`src/rtl/cutthru_pkg.sv`:
```
// Shared types for the cut-through packet buffer.
// Assumes: nothing beyond IEEE 1800-2017.
package cutthru_pkg;
    typedef enum logic [1:0] {
        ST_IDLE = 2'd0,   // between packets
        ST_FILL = 2'd1,   // storing, read side closed
        ST_FWD  = 2'd2    // read side open
    } fwd_st_t;
endpackage

```
`src/rtl/pb_store.sv`:
```
// Byte store with an end marker per entry and an occupancy count.
// Assumes: the caller never pushes when full or pops when empty.
module pb_store #(
    parameter int DATA_W = 8,
    parameter int DEPTH  = 64
) (
    input  logic              clk,
    input  logic              rst_n,
    input  logic              push,
    input  logic [DATA_W-1:0] push_data,
    input  logic              push_eop,
    input  logic              pop,
    output logic [DATA_W-1:0] pop_data,
    output logic              pop_eop,
    output logic              full,
    output logic              empty
);
    localparam int AW = (DEPTH > 1) ? $clog2(DEPTH) : 1;
    localparam int CW = $clog2(DEPTH + 1);
    localparam logic [AW-1:0] LAST = AW'(DEPTH - 1);

    logic [DATA_W:0] mem [DEPTH];
    logic [AW-1:0]   wptr, rptr;
    logic [CW-1:0]   count;

    assign full     = (count == CW'(DEPTH));
    assign empty    = (count == '0);
    assign pop_data = mem[rptr][DATA_W-1:0];
    assign pop_eop  = mem[rptr][DATA_W];

    // Store an entry on each push.
    always_ff @(posedge clk) begin
        if (push) mem[wptr] <= {push_eop, push_data};
    end

    // Advance the pointers and track occupancy.
    always_ff @(posedge clk) begin
        if (!rst_n) begin
            wptr  <= '0;
            rptr  <= '0;
            count <= '0;
        end else begin
            if (push) wptr <= (wptr == LAST) ? '0 : wptr + 1'b1;
            if (pop)  rptr <= (rptr == LAST) ? '0 : rptr + 1'b1;
            count <= count + CW'(push) - CW'(pop);
        end
    end


    overflow_chk: assert property (@(posedge clk) disable iff (!rst_n)
        push |-> !full);

    underflow_chk: assert property (@(posedge clk) disable iff (!rst_n)
        pop |-> !empty);
endmodule

```
`src/rtl/pb_wm_resolve.sv`:
```
// Turns the configuration word into an effective enable and watermark.
// Assumes: TX_MIN fits in WM_W bits.
module pb_wm_resolve #(
    parameter int WM_W   = 8,
    parameter int TX_MIN = 20
) (
    input  logic [WM_W:0]   cfg_word,
    input  logic            cfg_tx,
    input  logic            multi,
    output logic            part_en,
    output logic [WM_W-1:0] wm_eff
);
    localparam logic [WM_W-1:0] FLOOR = WM_W'(TX_MIN);

    logic [WM_W-1:0] wm_raw;
    assign wm_raw = cfg_word[WM_W-1:0];

    // Cut-through applies only to single-buffer frames; the floor applies in transmit only.
    always_comb begin
        part_en = cfg_word[WM_W] && !multi;
        wm_eff  = (cfg_tx && (wm_raw < FLOOR)) ? FLOOR : wm_raw;
    end
endmodule

```
`src/rtl/pb_fwd_ctrl.sv`:
```
// Per-packet state machine: latches settings on the opening byte,
// counts stored bytes and opens the read side at the watermark or the end marker.
// Assumes: one packet in the store at a time.
module pb_fwd_ctrl #(
    parameter int WM_W   = 8,
    parameter int TX_MIN = 20
) (
    input  logic            clk,
    input  logic            rst_n,
    input  logic            wr_valid,
    input  logic            wr_sop,
    input  logic            wr_eop,
    input  logic            rd_ready,
    input  logic            full,
    input  logic            empty,
    input  logic            pop_eop,
    input  logic            part_en_in,
    input  logic [WM_W-1:0] wm_in,
    input  logic            tx_in,
    output logic            wr_ready,
    output logic            push,
    output logic            rd_valid,
    output logic            pop
);
    import cutthru_pkg::*;

    localparam int NW = WM_W + 1;
    localparam logic [NW-1:0] CNT_MAX = '1;

    fwd_st_t         state;
    logic            eop_in;
    logic            part_q, tx_q;
    logic [WM_W-1:0] wm_q;
    logic [NW-1:0]   pkt_cnt, cnt_inc;
    logic            open_now, fill_hit;

    // Handshake decode for both ports.
    always_comb begin
        wr_ready = !full && !eop_in;
        push     = wr_valid && wr_ready && ((state != ST_IDLE) || wr_sop);
        rd_valid = (state == ST_FWD) && !empty;
        pop      = rd_valid && rd_ready;
        cnt_inc  = (pkt_cnt == CNT_MAX) ? pkt_cnt : pkt_cnt + 1'b1;
        fill_hit = part_q && (cnt_inc >= {1'b0, wm_q});
        open_now = wr_eop || (part_en_in && (wm_in <= WM_W'(1)));
    end

    // Packet sequencing and settings capture.
    always_ff @(posedge clk) begin
        if (!rst_n) begin
            state   <= ST_IDLE;
            eop_in  <= 1'b0;
            part_q  <= 1'b0;
            tx_q    <= 1'b0;
            wm_q    <= '0;
            pkt_cnt <= '0;
        end else begin
            unique case (state)
                ST_IDLE: if (push) begin
                    part_q  <= part_en_in;
                    wm_q    <= wm_in;
                    tx_q    <= tx_in;
                    pkt_cnt <= NW'(1);
                    eop_in  <= wr_eop;
                    state   <= open_now ? ST_FWD : ST_FILL;
                end
                ST_FILL: if (push) begin
                    pkt_cnt <= cnt_inc;
                    eop_in  <= wr_eop;
                    if (wr_eop || fill_hit) state <= ST_FWD;
                end
                ST_FWD: begin
                    if (push && wr_eop) eop_in <= 1'b1;
                    if (pop && pop_eop) begin
                        eop_in <= 1'b0;
                        state  <= ST_IDLE;
                    end
                end
                default: state <= ST_IDLE;
            endcase
        end
    end


    sf_start_chk: assert property (@(posedge clk) disable iff (!rst_n)
        (state == ST_FWD && $past(state) != ST_FWD && !part_q) |-> eop_in);

    wm_start_chk: assert property (@(posedge clk) disable iff (!rst_n)
        (state == ST_FWD && $past(state) != ST_FWD && !eop_in) |-> (pkt_cnt >= {1'b0, wm_q}));

    tx_floor_chk: assert property (@(posedge clk) disable iff (!rst_n)
        (state != ST_IDLE && tx_q) |-> (wm_q >= WM_W'(TX_MIN)));

    cfg_hold_chk: assert property (@(posedge clk) disable iff (!rst_n)
        (state != ST_IDLE && $past(state) != ST_IDLE) |-> ($stable(wm_q) && $stable(part_q)));
endmodule

```
`src/rtl/cutthru_pktbuf.sv`:
```
// Top: single-packet buffer with store-and-forward or watermark cut-through start.
// Assumes: in store-and-forward use a packet fits in DEPTH bytes, and in
// cut-through use the watermark does not exceed DEPTH.
module cutthru_pktbuf #(
    parameter int DATA_W = 8,
    parameter int DEPTH  = 64,
    parameter int WM_W   = 8,
    parameter int TX_MIN = 20
) (
    input  logic              clk,
    input  logic              rst_n,
    input  logic [WM_W:0]     cfg_word,
    input  logic              cfg_tx,
    input  logic              wr_valid,
    output logic              wr_ready,
    input  logic [DATA_W-1:0] wr_data,
    input  logic              wr_sop,
    input  logic              wr_eop,
    input  logic              wr_multi,
    output logic              rd_valid,
    input  logic              rd_ready,
    output logic [DATA_W-1:0] rd_data,
    output logic              rd_eop
);
    logic            push, pop, full, empty, pop_eop;
    logic            part_en;
    logic [WM_W-1:0] wm_eff;

    assign rd_eop = pop_eop;

    pb_wm_resolve #(.WM_W(WM_W), .TX_MIN(TX_MIN)) u_cfg (
        .cfg_word (cfg_word),
        .cfg_tx   (cfg_tx),
        .multi    (wr_multi),
        .part_en  (part_en),
        .wm_eff   (wm_eff)
    );

    pb_fwd_ctrl #(.WM_W(WM_W), .TX_MIN(TX_MIN)) u_ctrl (
        .clk        (clk),
        .rst_n      (rst_n),
        .wr_valid   (wr_valid),
        .wr_sop     (wr_sop),
        .wr_eop     (wr_eop),
        .rd_ready   (rd_ready),
        .full       (full),
        .empty      (empty),
        .pop_eop    (pop_eop),
        .part_en_in (part_en),
        .wm_in      (wm_eff),
        .tx_in      (cfg_tx),
        .wr_ready   (wr_ready),
        .push       (push),
        .rd_valid   (rd_valid),
        .pop        (pop)
    );

    pb_store #(.DATA_W(DATA_W), .DEPTH(DEPTH)) u_store (
        .clk       (clk),
        .rst_n     (rst_n),
        .push      (push),
        .push_data (wr_data),
        .push_eop  (wr_eop),
        .pop       (pop),
        .pop_data  (rd_data),
        .pop_eop   (pop_eop),
        .full      (full),
        .empty     (empty)
    );
endmodule

```
`config.mk`:
```
export PLATFORM = sky130hd
export DESIGN_NAME = cutthru_pktbuf
export DESIGN_NICKNAME = d
export VERILOG_FILES = /design/src/rtl/cutthru_pkg.sv /design/src/rtl/pb_store.sv /design/src/rtl/pb_wm_resolve.sv /design/src/rtl/pb_fwd_ctrl.sv /design/src/rtl/cutthru_pktbuf.sv
export SDC_FILE = /design/constraint.sdc
export NUM_CORES = 1
export LEC_CHECK = 0
export ABC_AREA = 1
export BUFFER_PORTS_ARGS = -buffer_cell sky130_fd_sc_hd__buf_2
export CORE_UTILIZATION = 40
export DETAILED_ROUTE_END_ITERATION = 12
export HOLD_SLACK_MARGIN = 0.06
export PLACE_DENSITY_LB_ADDON = 0.08
export SLEW_MARGIN = 0
export SYNTH_ARGS = -nofsm -noshare
export SYNTH_HDL_FRONTEND = slang
export SYNTH_SLANG_ARGS = --single-unit
```
`constraint.sdc`:
```
create_clock -name clk -period 4.3 [get_ports clk]
set_input_delay 0.43 -clock clk [delete_from_list [all_inputs] [get_ports clk]]
set_output_delay 0.43 -clock clk [all_outputs]
set_load 0.01 [all_outputs]
```
; ---- Word-level counts from Yosys, hierarchy flattened
; Memories as Yosys holds them, arrays and structs flattened. A register that Yosys moved wholly into a read port is not among the register bits.
; Index checks and enable logic that the tools add are counted.
[totals]
register_bits = 40
ramBits = 576
in_bits = 25
word_cells = 78
memories = 1
[memory_table]
columns = memory, depth, width, read_ports, rd_clocked_by_memory_dff, wr, line
row1 = u_store.mem, 64, 9, 1, 1, 1, pb_store.sv:22  ; logic [DATA_W:0] mem [DEPTH];
[op_classes]
add_sub_neg = 5
magnitude_cmp = 3
n_eq_ne = 12
n_mux = 21
n_reduce_logical = 28
[op_table]
columns = op, count
row1 = $mux 9, 3
row2 = $mux 6, 4
row3 = $pmux 9 s2, 1
row4 = $add 6x1->6 const B, 2
row5 = $eq 6x6->1 const B, 2
row6 = $logic_and 1x1->1, 11
row7 = $mux 2, 5
row8 = $add 9x1->9 const B, 1
row9 = $eq 9x9->1 const B, 1
row10 = $ge 9x8->1, 1
row11 = $le 8x1->1 const B, 1
row12 = $lt 8x5->1 const B, 1
row13 = $mux 8, 1
row14 = $ne 2x1->1 const B, 4
row15 = $add 7x1->7, 1
row16 = $eq 7x7->1 const B, 1
row17 = $logic_not 7->1, 1
row18 = $sub 7x1->7, 1
row19 = $pmux 2 s3, 1
row20 = $reduce_and 3->1, 2
row21 = $reduce_bool 2->1, 3
row22 = $mux 1, 5
row23 = $logic_not 1->1, 4
row24 = $reduce_and 4->1, 1
row25 = other kinds (9), 11

; ---- Logic depth before layout (Yosys ltp)
[logic_depth]
ltp_word = 9
depth_mapped = 21
depth_no_buf = 21

; ---- Cells and area by module
; From an unflattened synthesis, not the netlist that was laid out.
[hier_totals]
hier_cells = 2372
area_unflattened_um2 = 26127.6
[modules_own_cells]
columns = mod, n_inst, cells_per_inst, area_each_um2, seq_area_each_um2
row1 = pb_store, 1, 2169, 24745.0, 17797.1
row2 = pb_fwd_ctrl, 1, 182, 1292.5, 420.4
row3 = pb_wm_resolve, 1, 21, 90.1, 0.0

; ---- Worst setup path before layout
; No wires, ideal clock.
[synth_timing]
path_kind = reg2reg
from = register u_store.count[2]
to = register u_store.count[6]
setup_time_ns = 0.070
t_arrival_ns = 2.807
slack_ns = 1.423
stages_incl_launch_ff = 22
period_less_slack_ns = 2.877
path_cell_list = dfxtp_1 inv_1 ha_1 nand2_1 nor2_1 nand3b_1 nand2_1 inv_1 nand2_1 inv_1 ha_1 inv_1 ha_1 inv_1 fa_1 o31ai_1 inv_1 nor2_1 nor2_1 o21bai_1 o21ai_0 a21oi_1
[synth_via]
word_cells_on_any_way = 11
cone_classes = add/sub: 2 / eq/ne: 1 / reduce/logical: 8
[synth_rtl]
columns = element, line
row1 = "start, declared", pb_store.sv:24  ; logic [CW-1:0] count;
row2 = "start signal, assigned", pb_store.sv:45  ; count <= count + CW'(push) - CW'(pop);
row3 = $logic_not 7->1, pb_store.sv:27  ; assign empty = (count == '0);
row4 = $logic_not 1->1, pb_fwd_ctrl.sv:41  ; rd_valid = (state == ST_FWD) && !empty;
row5 = $logic_and 1x1->1, pb_fwd_ctrl.sv:41
row6 = net rd_valid, cutthru_pktbuf.sv:20  ; output logic rd_valid,
row7 = $logic_and 1x1->1, pb_fwd_ctrl.sv:42  ; pop = rd_valid && rd_ready;
row8 = net pop, cutthru_pktbuf.sv:25  ; logic push, pop, full, empty, pop_eop;
row9 = $sub 7x1->7, pb_store.sv:45
; The timed path passes the listed nets, and every way through them passes these cells.
; A chain may end at the register's enable or synchronous reset.

==> summary.txt <==
# H-tree levels: 3
Register area: 18200 um^2
Clock power share: 39.7%
Final core occ: 46.5%
Die area: 64400 um^2
Max-Cap Viols: 0
Final Skew: 0.0224 ns
Syn. warnings: 0
Hold WS: 0.102 ns
Grt ovf: 0
Clock sink count: 622
Fmax: 0.258 GHz
VDD IR-drop max: 265 uV
Post-layout minimum cycle time: 3.88 ns
Area of the multi-input gates: 6160 um^2
Vias in the first global route: 16400
CP required: 3.87 ns
Ratio of cells with drive above 1 in the final layout: 11.2%
Mapped Area: 25300 um^2
PD cells: 500 nW/um^2
Die Y: 254 um
Worst-Skew Late Latency: 0.62 ns
Sw power: 3810 uW
Initial DRC count: 1144
# setup viols final: 0
Number of fill cells in the layout: 5691
Post-cts sizing count: 0
Area leader, netlist: edfxtp_1
Critical path class: register to output pin
DRC viols: 0
Post-Synthesis Cells: 2083
CP Data Arrival Time: 3.45 ns
Comb pwr share: 13.4%
CP Max Fanout: 58
Clk root buf: clkbuf_16
CTS max path bufs: 3
Sequential share of the synthesized area: 71.9%
Static Leak: 0.00981 uW
N_diodes: 0
Worst Setup Slack, final: 0.423 ns
Synth Register Bits: 622
Worst slack, placed: 1.06 ns
Period Utilization, post-route: 90.2%
I/O pin count: 36
Rows: 91
Global-route wire length before repair: 106000 um
Worst Hold Class: input pin to register
Synth unique cells: 49
CTS tree: done
Share of the synthesized area in the top cell type: 68.2%
Slew headroom: 9.81%
Drt first pass iters: 5
Detailed placement HPWL: 41500 um
Core box area: 62200 um^2
Starting Density: 40.8%
Die width: 254 um
Final #Nets: 2211
Area contributors post-synth: edfxtp_1 68%, nor2_1 6.1%, o21ai_0 5.8%, dfxtp_1 3.6%, o22ai_1 3.4%
CP Capture Type: output pin
Clock-pin transition on the worst setup and hold timing paths: 0.05 ns
Sequential Power Share: 46.9%
Final Hold Vio Count: 0
Setup_tns: 0 ns
RSZ-0062 raised after global routing: no
Largest net degree at the start of global routing: 116
Total CTS buffers: 70
Vias/cell: 5.48
Slew @ Worst Pin: 1.35 ns
RePlAce Congestion: 0.842
Final Total Pwr: 14500 uW
IO Port Bufs: 35
Total track usage: 22.3%
Routed WL: 70800 um
Avg Inst Size Synth: 12.2 um^2
Status: finished, final reports clean
Initial antenna violation count: 0
Sw Share: 26.4%
Max Transition Viols Final: 0
Post-DR wirelength/cell: 23.2 um
ANT nets after route: 0
Syn Nets: 2129
Internal: 10600 uW
Worst setup SP type: register
P&R area growth vs syn: 14.1%
Vias: 16700
-- cells in the final DEF (no fill, tap or decap), drive strengths merged, types with 2 or more instances in the layout --
master / synthesis / routed
nand4: 6 / 6
clkinv: 2 / 25
a21oi: 26 / 26
or2: 4 / 4
nand3: 85 / 85
o21ai: 335 / 335
xnor2: 4 / 4
ha: 20 / 20
clkbuf: 64 / 92
dlygate4sd3: 0 / 3
clkinvlp: 0 / 2
o311ai: 4 / 4
inv: 68 / 70
xor2: 4 / 4
nor3b: 2 / 2
dfxtp: 46 / 46
o22ai: 136 / 136
bufinv: 0 / 3
o211ai: 7 / 7
o31ai: 2 / 2
nor3: 13 / 13
nor2: 415 / 415
buf: 63 / 134
edfxtp: 576 / 576
and3: 2 / 2
nand2: 167 / 167
o21bai: 5 / 5
o221ai: 20 / 20
-- flip-flops by register name (all words and copies together) (netlist names), named ones only --
signal,flops
u_ctrl.state,2
u_store.count,7
u_store.rptr,6
u_store.wptr,6
u_ctrl.part_q,1
u_ctrl.pkt_cnt,9
u_ctrl.eop_in,1
u_ctrl.wm_q,8
u_store.mem,576
-- cell type report --
class	instances	share of cell area [%]
Multi-Input combinational cell	1264	21.3
Clock buffer	92	6.71
Sequential cell	622	63.0
Timing Repair Buffer	137	3.58
Inverter	70	0.943
Tap cell	837	3.62
Clock inverter	30	0.809
-- layer usage --
layer	part of all wire, %	GRT usage [%]	wire length [um]
met1	46	32.2	32700
met2	45	34.2	32000
met3	5.8	3.53	4090
met4	2.8	7.90	1960
met5	0	0	0
-- through the flow --
step                      area, um^2  std cells
after floorplan                25300       2083
after global placement         26700       2927
after detailed placement       26700       2927
after CTS                      28900       3052
after global routing           28900       3052
final                          28900       3052
-- cells by family (layout without fill, tap and decap cells) --
family,count (synthesis),after routing,synth area share (%)
and+or+nand+nor,696,696,11.0
DFF,622,622,71.9
AOI/OAI and AO/OA,538,538,11.9
buffers and inverters,197,329,3.83
adders and majority gates,21,21,1.07
xor gates and xnor gates,8,8,0.276
muxes,1,1,0.0444
-- cell usage after synthesis, drive strengths merged --
| library cell | n |
|---|---|
| a21oi | 26 |
| a221oi | 1 |
| a31oi | 1 |
| and2 | 1 |
| and3 | 2 |
| buf | 63 |
| clkbuf | 64 |
| clkinv | 2 |
| dfxtp | 46 |
| edfxtp | 576 |
| fa | 1 |
| ha | 20 |
| inv | 68 |
| mux2 | 1 |
| nand2 | 167 |
| nand3 | 85 |
| nand3b | 1 |
| nand4 | 6 |
| nor2 | 415 |
| nor3 | 13 |
| nor3b | 2 |
| o2111ai | 1 |
| o211ai | 7 |
| o21ai | 335 |
| o21bai | 5 |
| o221ai | 20 |
| o22ai | 136 |
| o311ai | 4 |
| o31ai | 2 |
| or2 | 4 |
| xnor2 | 4 |
| xor2 | 4 |
-- critical path, cell delays in order, from the launching register on --
cell,delay [ns]
dfxtp_4,0.55
inv_4,0.35
buf_12,0.33
o21ai_0,0.14
o22ai_1,0.29
o21ai_0,0.15
o221ai_1,0.44
nand3_1,0.14
nand2_1,0.19
buf_2,0.17
-- power by group through the flow --
stage	clock, uW	sequential, uW	combinational, uW
6_report	5740	6780	1940
5_1_grt	6070	6790	2180
4_1_cts	5850	6780	1960
3_5_place_dp	0	6910	1940
3_3_place_gp	0	6900	1930
2_1_floorplan	0	6880	1280
-- timing repair --
| action | CTS | global route |
|---|---|---|
| hold buffers | 3 | 0 |
| endpoints found under the hold margin | 3 | 0 |
| buffers inserted | 0 | 0 |
-- worst paths after layout --
kind | startpoint | end | slack, ns | cells past startpoint
hold / removal | cfg_word[7] | u_ctrl.wm_q[7] | 0.10 | 3
setup / recovery | register | rd_data[5] | 0.42 | 9
hold reg to reg | u_ctrl.pkt_cnt[7] | u_ctrl.pkt_cnt[7] | 0.49 | 2
setup reg to reg | u_store.count[2] | u_store.mem[31][7] | 1.02 | 10
No activity file was read; power rests on OpenSTA's default activity.
